**src/rtl/mag_pkg.sv**
```systemverilog
package mag_pkg;

    localparam int NSEG = 2;

    typedef enum logic [1:0] {
        CAUSE_NONE   = 2'd0,
        CAUSE_UNMAP  = 2'd1,
        CAUSE_PROM   = 2'd2,
        CAUSE_WINDOW = 2'd3
    } cause_e;

    typedef enum logic [1:0] {
        RGN_NONE = 2'd0,
        RGN_PROM = 2'd1,
        RGN_RAM  = 2'd2,
        RGN_IO   = 2'd3
    } region_e;

    localparam logic [2:0] SEL_CTRL = 3'd4;
    localparam int CTRL_PROM_BIT = NSEG;

endpackage

```
**src/rtl/mag_region_decode.sv**
```systemverilog
module mag_region_decode
    import mag_pkg::*;
#(
    parameter int               ADDR_W  = 32,
    parameter logic [ADDR_W-1:0] PROM_LO = '0,
    parameter logic [ADDR_W-1:0] PROM_HI = '0,
    parameter logic [ADDR_W-1:0] RAM_LO  = '0,
    parameter logic [ADDR_W-1:0] RAM_HI  = '0,
    parameter logic [ADDR_W-1:0] IO_LO   = '0,
    parameter logic [ADDR_W-1:0] IO_HI   = '0
) (
    input  logic [ADDR_W-1:0] addr,
    output region_e           region
);

    localparam logic [ADDR_W-1:0] PROM_SPAN = PROM_HI - PROM_LO;
    localparam logic [ADDR_W-1:0] RAM_SPAN  = RAM_HI - RAM_LO;
    localparam logic [ADDR_W-1:0] IO_SPAN   = IO_HI - IO_LO;

    logic [ADDR_W-1:0] prom_off;
    logic [ADDR_W-1:0] ram_off;
    logic [ADDR_W-1:0] io_off;
    logic              in_prom;
    logic              in_ram;
    logic              in_io;

    // One subtract-and-compare per region covers both bounds (unsigned wrap).
    always_comb begin
        prom_off = addr - PROM_LO;
        ram_off  = addr - RAM_LO;
        io_off   = addr - IO_LO;
        in_prom  = (prom_off <= PROM_SPAN);
        in_ram   = (ram_off <= RAM_SPAN);
        in_io    = (io_off <= IO_SPAN);
        if (in_prom)     region = RGN_PROM;
        else if (in_ram) region = RGN_RAM;
        else if (in_io)  region = RGN_IO;
        else             region = RGN_NONE;
    end

endmodule

```
**src/rtl/mag_seg_match.sv**
```systemverilog
module mag_seg_match #(
    parameter int ADDR_W = 32
) (
    input  logic [ADDR_W-1:0] addr,
    input  logic [ADDR_W-1:0] lo,
    input  logic [ADDR_W-1:0] hi,
    input  logic              en,
    output logic              hit
);

    logic above_lo;
    logic below_hi;

    always_comb begin
        above_lo = (addr >= lo);
        below_hi = (addr <= hi);
        hit      = en && above_lo && below_hi;
    end

endmodule

```
**src/rtl/mag_cfg_regs.sv**
```systemverilog
module mag_cfg_regs
    import mag_pkg::*;
#(
    parameter int ADDR_W = 32
) (
    input  logic                         clk,
    input  logic                         rst_n,
    input  logic                         cfg_we,
    input  logic [2:0]                   cfg_sel,
    input  logic [ADDR_W-1:0]            cfg_wdata,
    output logic [NSEG-1:0][ADDR_W-1:0]  seg_lo,
    output logic [NSEG-1:0][ADDR_W-1:0]  seg_hi,
    output logic [NSEG-1:0]              seg_en,
    output logic                         prom_wr_en
);

    typedef struct packed {
        logic [NSEG-1:0][ADDR_W-1:0] lo;
        logic [NSEG-1:0][ADDR_W-1:0] hi;
        logic [NSEG-1:0]             en;
        logic                        prom_en;
    } cfg_t;

    cfg_t cfg_d;
    cfg_t cfg_q;

    always_comb begin
        cfg_d = cfg_q;
        if (cfg_we) begin
            for (int i = 0; i < NSEG; i++) begin
                if (cfg_sel == 3'(2 * i))     cfg_d.lo[i] = cfg_wdata;
                if (cfg_sel == 3'(2 * i + 1)) cfg_d.hi[i] = cfg_wdata;
            end
            if (cfg_sel == SEL_CTRL) begin
                cfg_d.en      = cfg_wdata[NSEG-1:0];
                cfg_d.prom_en = cfg_wdata[CTRL_PROM_BIT];
            end
        end
    end

    always_ff @(posedge clk) begin
        if (!rst_n) cfg_q <= '0;
        else        cfg_q <= cfg_d;
    end

    assign seg_lo     = cfg_q.lo;
    assign seg_hi     = cfg_q.hi;
    assign seg_en     = cfg_q.en;
    assign prom_wr_en = cfg_q.prom_en;

    // the cycle after reset leaves every window disabled and PROM locked
    p_reset_locked_r8: assert property (@(posedge clk)
        !rst_n |=> (seg_en == '0) && !prom_wr_en);

    // a selector above the control register never changes the enables
    p_bad_sel_inert_r9: assert property (@(posedge clk) disable iff (!rst_n)
        cfg_we && (cfg_sel > SEL_CTRL) |=> $stable(seg_en) && $stable(prom_wr_en));

endmodule

```
**src/rtl/mag_write_guard.sv**
```systemverilog
module mag_write_guard
    import mag_pkg::*;
#(
    parameter int               ADDR_W  = 32,
    parameter logic [ADDR_W-1:0] PROM_LO = ADDR_W'(32'h0000_0000),
    parameter logic [ADDR_W-1:0] PROM_HI = ADDR_W'(32'h00FF_FFFF),
    parameter logic [ADDR_W-1:0] RAM_LO  = ADDR_W'(32'h0200_0000),
    parameter logic [ADDR_W-1:0] RAM_HI  = ADDR_W'(32'h03FF_FFFF),
    parameter logic [ADDR_W-1:0] IO_LO   = ADDR_W'(32'h1000_0000),
    parameter logic [ADDR_W-1:0] IO_HI   = ADDR_W'(32'h1000_FFFF)
) (
    input  logic              clk,
    input  logic              rst_n,
    input  logic              acc_req,
    input  logic [ADDR_W-1:0] acc_addr,
    input  logic              acc_write,
    input  logic              acc_is_data,
    input  logic              cfg_we,
    input  logic [2:0]        cfg_sel,
    input  logic [ADDR_W-1:0] cfg_wdata,
    output logic              wr_mask,
    output logic              viol,
    output logic [1:0]        viol_cause
);

    typedef struct packed {
        logic   viol;
        cause_e cause;
    } flag_t;

    logic [NSEG-1:0][ADDR_W-1:0] seg_lo;
    logic [NSEG-1:0][ADDR_W-1:0] seg_hi;
    logic [NSEG-1:0]             seg_en;
    logic                        prom_wr_en;
    logic [NSEG-1:0]             seg_hit;
    region_e                     region;
    cause_e                      cause_now;
    flag_t                       flag_d;
    flag_t                       flag_q;

    mag_cfg_regs #(.ADDR_W(ADDR_W)) u_cfg (
        .clk        (clk),
        .rst_n      (rst_n),
        .cfg_we     (cfg_we),
        .cfg_sel    (cfg_sel),
        .cfg_wdata  (cfg_wdata),
        .seg_lo     (seg_lo),
        .seg_hi     (seg_hi),
        .seg_en     (seg_en),
        .prom_wr_en (prom_wr_en)
    );

    mag_region_decode #(
        .ADDR_W  (ADDR_W),
        .PROM_LO (PROM_LO),
        .PROM_HI (PROM_HI),
        .RAM_LO  (RAM_LO),
        .RAM_HI  (RAM_HI),
        .IO_LO   (IO_LO),
        .IO_HI   (IO_HI)
    ) u_decode (
        .addr   (acc_addr),
        .region (region)
    );

    for (genvar g = 0; g < NSEG; g++) begin : g_win
        mag_seg_match #(.ADDR_W(ADDR_W)) u_match (
            .addr (acc_addr),
            .lo   (seg_lo[g]),
            .hi   (seg_hi[g]),
            .en   (seg_en[g]),
            .hit  (seg_hit[g])
        );
    end

    // Classification: unmapped first, then PROM lock, then data windows in RAM.
    always_comb begin
        cause_now = CAUSE_NONE;
        if (region == RGN_NONE)
            cause_now = CAUSE_UNMAP;
        else if (acc_write && (region == RGN_PROM) && !prom_wr_en)
            cause_now = CAUSE_PROM;
        else if (acc_write && acc_is_data && (region == RGN_RAM) && (|seg_hit))
            cause_now = CAUSE_WINDOW;

        wr_mask      = acc_req && acc_write && (cause_now != CAUSE_NONE);
        flag_d.viol  = acc_req && (cause_now != CAUSE_NONE);
        flag_d.cause = flag_d.viol ? cause_now : CAUSE_NONE;
    end

    always_ff @(posedge clk) begin
        if (!rst_n) flag_q <= '{viol: 1'b0, cause: CAUSE_NONE};
        else        flag_q <= flag_d;
    end

    assign viol       = flag_q.viol;
    assign viol_cause = flag_q.cause;

    // unmapped accesses are reported one cycle later as unmapped
    p_unmap_flag_r1: assert property (@(posedge clk) disable iff (!rst_n)
        acc_req && (region == RGN_NONE) |=> viol && (viol_cause == CAUSE_UNMAP));

    // every suppressed write is also reported
    p_mask_reported_r2: assert property (@(posedge clk) disable iff (!rst_n)
        wr_mask |=> viol);

    // reads are never masked
    p_read_unmasked_r3: assert property (@(posedge clk) disable iff (!rst_n)
        acc_req && !acc_write |-> !wr_mask);

    // instruction-space traffic into RAM passes the windows
    p_instr_free_r4: assert property (@(posedge clk) disable iff (!rst_n)
        acc_req && !acc_is_data && (region == RGN_RAM) |-> !wr_mask);

    // locked PROM rejects writes
    p_prom_lock_r6: assert property (@(posedge clk) disable iff (!rst_n)
        acc_req && acc_write && (region == RGN_PROM) && !prom_wr_en |-> wr_mask);

    // a pulse always follows a request; no cause without a pulse
    p_pulse_origin_r7: assert property (@(posedge clk) disable iff (!rst_n)
        viol |-> $past(acc_req));
    p_cause_idle_r7: assert property (@(posedge clk) disable iff (!rst_n)
        !viol |-> (viol_cause == CAUSE_NONE));

    // windows never touch I/O
    p_io_untouched_r10: assert property (@(posedge clk) disable iff (!rst_n)
        acc_req && (region == RGN_IO) |-> !wr_mask);

endmodule

```
**config.mk**
```make
export PLATFORM = sky130hd
export DESIGN_NAME = mag_write_guard
export DESIGN_NICKNAME = d
export VERILOG_FILES = /design/src/rtl/mag_pkg.sv /design/src/rtl/mag_region_decode.sv /design/src/rtl/mag_seg_match.sv /design/src/rtl/mag_cfg_regs.sv /design/src/rtl/mag_write_guard.sv
export SDC_FILE = /design/constraint.sdc
export NUM_CORES = 1
export LEC_CHECK = 0
export ABC_AREA = 1
export BUFFER_PORTS_ARGS = -buffer_cell sky130_fd_sc_hd__buf_4
export CAP_MARGIN = 20
export CORE_MARGIN = 3
export CORE_UTILIZATION = 40
export CTS_BUF_LIST = sky130_fd_sc_hd__clkbuf_4
export CTS_CLUSTER_DIAMETER = 50
export DETAILED_ROUTE_END_ITERATION = 7
export GPL_TIMING_DRIVEN = 0
export PLACE_DENSITY = 0.67
export RECOVER_POWER = 50
export REMOVE_ABC_BUFFERS = 1
export SKIP_CTS_REPAIR_TIMING = 1
export SYNTH_ARGS = -nofsm -noshare
export SYNTH_HDL_FRONTEND = slang
export SYNTH_SLANG_ARGS = --single-unit
```
**constraint.sdc**
```tcl
create_clock -name clk -period 1.6 [get_ports clk]
set_input_delay 0.16 -clock clk [delete_from_list [all_inputs] [get_ports clk]]
set_output_delay 0.16 -clock clk [all_outputs]
set_load 0.05 [all_outputs]
```
==> results of run 1 <==
synthesized netlist by cell type:
master / count
o21ai_1: 5
xor2_1: 1
clkbuf_8: 1
inv_2: 5
o21a_1: 8
inv_1: 166
nand3b_1: 1
nand3_2: 2
nor2_4: 2
nor2_1: 52
nor2_2: 4
a21oi_2: 1
nor4_1: 1
clkbuf_1: 37
o21ai_0: 135
clkinv_1: 2
a21boi_2: 1
nor3_1: 4
nand3_1: 7
ha_1: 129
a31oi_1: 1
nor4_2: 2
nand2_2: 2
nand2_1: 148
nand4_1: 9
a21o_1: 4
a21oi_1: 184
nor3_2: 1
dfxtp_1: 134
o21bai_1: 2
or3b_4: 1
how the worst max path moves through the flow:
stage	start	to	slack, ns	cells after the start
finish	u_cfg.seg_hi[29]	wr_mask	-1.13	15
global route	u_cfg.seg_hi[23]	wr_mask	-1.34	15
CTS	u_cfg.seg_hi[13]	wr_mask	-1.29	16
detailed placement	u_cfg.seg_hi[15]	wr_mask	-0.67	16
global placement	cfg_sel[2]	u_cfg.seg_hi[31]	-1.44	5
floorplan	u_cfg.seg_lo[47]	wr_mask	-0.36	16
layout make-up:
type | count | area (um^2)
fillers | 1931 | 9620
repair buffers | 115 | 995
clock buffers | 22 | 165
well taps | 260 | 325
inverters | 173 | 649
flip-flops and latches | 134 | 2690
multi-input cells | 707 | 4540
diodes | 1 | 2.50
clock inverters | 8 | 36.3
sequential cells by signal (all words and copies together), names as in the netlist:
name,cells
u_cfg.seg_hi,64
u_cfg.seg_lo,64
u_cfg.seg_en,2
viol_cause,2
u_cfg.prom_wr_en,1
viol,1
stage by stage:
step	setup TNS, ns	area [um^2]	std cells
after floorplan	-23.58	7710	1014
after global placement	-119.61	8610	1350
after detailed placement	-12.90	8690	1353
after CTS	-2.77	8890	1383
after global routing	-7.02	9400	1420
final	-2.27	9400	1420
cell families after synthesis:
logic type	count (synthesis)	synth area share, %
AOI/OAI and AO/OA	341	22.3
and+or+nand+nor	236	12.7
buffers and inverters	211	10.2
DFF	134	34.1
xor gates and xnor gates	1	0.111
adders and majority gates	129	20.5
power breakdown:
group	internal [W]	total [W]	leakage [nW]	switching, W
clock	0.000654	0.00184	0.125	0.00119
combinational	0.000594	0.00138	2.77	0.000785
sequential	0.00345	0.00349	1.09	0.0000311
total	0.00470	0.00671	3.98	0.00200
worst max-delay path: stages (launching register included):
cell and delay (ns):
dfxtp_1 0.34, inv_2 0.05, ha_4 0.26, nand2_1 0.07, nor2_2 0.13, nand4_1 0.17, nor2_2 0.18, nand4_1 0.13
nand2_1 0.08, nand2_1 0.06, nand2_2 0.10, nand2_2 0.08, nand3_4 0.08, nand3_2 0.07, inv_1 0.07, buf_6 0.15
routing by layer:
layer / wire length (um) / global-route usage, % / vias up
met5: 0 / 0 / -
met4: 266 / 5.08 / 0
met3: 570 / 3.69 / 19
met2: 8610 / 29.5 / 88
met1: 9110 / 22.6 / 3000
li1: - / - / 3675
==> results by group, run 1 <==
Run status
  – Status: finished with violations
  – Failing checks: setup timing

STA
  – Fin. Hold Viols: 0
  – Final Max Slew Viols: 0
  – Final setup viols: 4
  – Setup ws final: -1.13 ns
  – Unrepaired setup endpoints after global routing: yes
  – Slew Limit Headroom: 32.0%
  – WHS: between 0.009 and 0.01 ns
  – Fin crit share: 171%
  – Fmax: around 0.37 GHz
  – Final min period: around 2.7 ns
  – Worst slew pin tran: 1.02 ns
  – Clock skew: 0.0110 ns

Detailed routing
  – DRC: 0
  – Routed Antenna Nets: 0
  – Wire length per cell: between 10 and 15 um
  – Final WL: 18600 um
  – Initial DRC Count: between 200 and 250
  – Routed vias: 6782
  – Pre-antenna DRT Iters: 4
  – Routed vias/inst: ~4.8

Global route
  – GRT overflow: 0
  – First-pass GRT wire length: 30600 um
  – Initial antenna violation count: 1
  – Vias in the first global route: about 6400
  – Total global-route track usage: 17.5%
  – Largest net degree at the start of global routing: 134

Clock tree
  – Skew-Pair Late Insertion Delay: 0.55 ns
  – Clock sinks: 134
  – Clock transition at path regs: 0.11 ns
  – Clock buffer depth: 2
  – H-Tree Depth: 4
  – CTS root buf: clkbuf_4
  – Total CTS buffers: 17
  – CTS tree: yes

Critical path
  – Reg2Reg Depth: 14
  – Critical Path RT: 1.44 ns
  – Critical path launch point type: register
  – Critical path class: reg2out
  – Reg2Reg Launch Point: u_cfg.seg_hi[29]
  – Worst Setup End Kind: output port
  – Register-to-register setup slack: -0.43 ns
  – CP max FO: 2
  – Worst Path Arrival: 2.57 ns
  – Reg-to-reg endpoint: viol_cause[0]

Final layout
  – Most common cell after layout, fill and taps aside: a21oi_1
  – Area grow syn2layout: 19.6%
  – Highest-count cells in the layout ignoring fill and taps: a21oi_1, inv_1, nand2_1, o21ai_0, dfxtp_1
  – Core Util, Final: 49.4%
  – Final #Nets: between 1000 and 1500
  – Layout cells sized above 1: 14.1%

Placed design
  – Port Buffer Count: 76
  – Post-Place Setup Slack: -0.670 ns
  – DP HPWL: ~14000 um
  – Routability cong.: 0.834

Power and ir drop
  – Leak: 3.98 nW
  – VDD IR max: 430 uV
  – Power Total: 0.00671 W
  – PwrDens: between 700 and 800 mW/mm^2

Floorplan
  – Die area: 0.0214 mm^2
  – Ports: 77
  – Initial core utilization: 41.3%
  – Die Y: 146 um
  – Row cnt: 50
  – Die width: 146 um
  – Core Region: 0.0190 mm^2

Synthesis
  – Area contributors post-synth: dfxtp_1, ha_1, a21oi_1
  – Yosys Warn Count: 0
  – Distinct cells, synth: 31
  – Avg Cell Area, Syn: between 7 and 8 um^2
  – Syn Std Cell Area: a little under 0.008 mm^2
  – Yosys reg bits: 134
  – Syn Inst Count: 1052
  – Leading area contributor after synthesis: dfxtp_1
  – Top-area cell type share of the netlist area: 34.1%
  – Sequential fraction of the synthesis area: between 30% and 40%

Hold path
  – Worst Hold Depth: 4
  – Worst Hold Launch: cfg_sel[1]
  – Hold endpoint: u_cfg.seg_lo[0]
  – Hold Crit Class: in2reg

Job
  – Max Cap Viol: 0
Note: power is estimated with default switching activity, not from simulation.
==> inputs of run 2 (changes only) <==
==> constraint.sdc (replaced) <==
create_clock -name clk -period 2.3 [get_ports clk]
set_input_delay 0.23 -clock clk [delete_from_list [all_inputs] [get_ports clk]]
set_output_delay 0.23 -clock clk [all_outputs]
set_load 0.05 [all_outputs]
==> results by group, run 2 (synthesis results as in run 1) <==
Floorplan
  – Die area: 0.0214 mm^2
  – Ports: 77
  – Initial core utilization: 41.3%
  – Die Y: 146 um
  – Row cnt: 50
  – Core Region: roughly 0.019 mm^2
  – Die width: between 100 and 150 um

Critical path
  – Slowest stage cell on the critical path: dfxtp_1
  – WP depth: 15
  – CP max FO: 2
  – Reg-to-reg endpoint: viol_cause[0]
  – CP delay by family, top: simple AND/OR/NAND/NOR gates
  – CP peak stage delay: ~0.34 ns
  – Reg2Reg Depth: 14
  – Reg2Reg Launch Point: u_cfg.seg_hi[29]
  – Worst Path Arrival: 2.56 ns
  – Critical-path cell list: inv_2 > ha_4 > nand2_1 > nor2_2 > nand4_1 > nor2_2 > nand4_1 > nand2_1 > nand2_1 > nand2_2 > nand2_2 > nand3_2 > nand3_2 > inv_2 > buf_6
  – Critical path class: reg2out
  – Worst Setup End Kind: output port
  – Critical path launch point type: register
  – Most used cell, CP: nand2_1
  – Critical Path RT: about 2.1 ns
  – CP bufs+invs: 3
  – Register-to-register setup slack: 0.29 ns

Global route
  – First-pass GRT wire length: 30600 um
  – Largest net degree at the start of global routing: 134
  – Total global-route track usage: 17.5%
  – Vias in the first global route: 6395
  – GRT overflow: 0
  – Initial antenna violation count: 1

Clock tree
  – Skew-Pair Late Insertion Delay: 0.56 ns
  – Clock buffer depth: 2
  – Clock sinks: 134
  – CTS root buf: clkbuf_4
  – H-Tree Depth: 4
  – Total CTS buffers: 17
  – Clock transition at path regs: 0.11 ns
  – CTS tree: yes

Detailed routing
  – Wire length per cell: 13.1 um
  – Pre-antenna DRT Iters: 5
  – Final WL: 18500 um
  – DRC: 0
  – Routed vias: 6779
  – Routed vias/inst: 4.79
  – Initial DRC Count: 240
  – Routed Antenna Nets: 0

Placed design
  – Placed Cells: 1353
  – Port Buffer Count: 76
  – Routability cong.: 0.834
  – DP HPWL: 13600 um
  – Post-Place Setup Slack: -0.0683 ns
  – Placed cell area: 0.00869 mm^2

STA
  – Setup ws final: -0.485 ns
  – WHS: -0.0187 ns
  – Fin crit share: 121%
  – Worst slew pin tran: 1.73 ns
  – Clock skew: about 0.013 ns
  – Slew Limit Headroom: -15.6%
  – Final setup viols: 1
  – Final Max Slew Viols: 50
  – Setup TNS: -0.485 ns
  – Fmax: roughly 0.36 GHz
  – Unrepaired setup endpoints after global routing: yes
  – Final min period: 2.79 ns
  – Fin. Hold Viols: 2

Hold path
  – Hold endpoint: u_cfg.seg_lo[9]
  – Worst Hold Depth: 3
  – Worst Hold Launch: cfg_wdata[9]
  – Hold Crit Class: in2reg

Final layout
  – Highest-count cells in the layout ignoring fill and taps: a21oi_1, inv_1, nand2_1, o21ai_0, dfxtp_1
  – Core Util, Final: around half
  – Post-route insts no fill: 1415
  – Layout cells sized above 1: between 10% and 20%
  – Design Area, Final: 0.00932 mm^2
  – Area grow syn2layout: 18.6%
  – Most common cell after layout, fill and taps aside: a21oi_1
  – Final #Nets: 1345
  – Fill cells: between 1500 and 2000

Run status
  – Status: finished with violations
  – Failing checks: hold timing, capacitance limit, slew limit, setup timing

Power and ir drop
  – Leak: approximately 4 nW
  – VDD IR max: 303 uV
  – PwrDens: ~500 mW/mm^2

Job
  – Max Cap Viol: 1
## run 2: worst max-delay path by stage
stage                startpoint                to  slack, ns
2_1_floorplan  u_cfg.seg_lo[47]           wr_mask       0.27
3_3_place_gp         cfg_sel[2]  u_cfg.seg_hi[31]      -0.81
3_5_place_dp       acc_addr[15]           wr_mask      -0.07
4_1_cts        u_cfg.seg_hi[13]           wr_mask      -0.66
5_1_grt        u_cfg.seg_hi[31]           wr_mask      -0.70
6_report       u_cfg.seg_hi[29]           wr_mask      -0.49
## run 2: final cells by class
cell class | instances | area (um^2) | share of cell area, %
clock inverter | 8 | 36.3 | 0.389
multi-input combinational | 707 | 4510 | 48.4
inverter | 173 | 649 | 6.96
antenna | 1 | 2.50 | 0.0268
timing repair buffer | 110 | 946 | 10.1
sequential | 134 | 2690 | 28.8
tap | 260 | 325 | 3.49
clock buffer | 22 | 165 | 1.77
## run 2: through the flow
step	power (W)	hold WS [ns]
global route	0.00497	0.00139
floorplan	0.00301	0.356
global placement	0.00333	0.443
detailed placement	0.00336	0.451
CTS	0.00464	-0.129
finish	0.00466	-0.0187
## run 2: power by group
group / total (W) / internal, W / switching, W
Combinational: 0.000949 / 0.000406 / 0.000543
Clock: 0.00128 / 0.000455 / 0.000829
Sequential: 0.00242 / 0.00240 / 0.0000217
Total: 0.00466 / 0.00326 / 0.00139
## run 2: worst min-delay path: stages
cell and delay (ns):
buf_4 0.09, o21ai_0 0.07, a21oi_1 0.10
## run 2: routing by layer
layer / part of all wire (%) / GRT usage [%] / wire length [um]
met5: 0 / 0 / 0
met2: 47 / 29.5 / 8700
met3: 3.5 / 3.69 / 654
met4: 1.3 / 5.08 / 248
met1: 48 / 22.6 / 8920
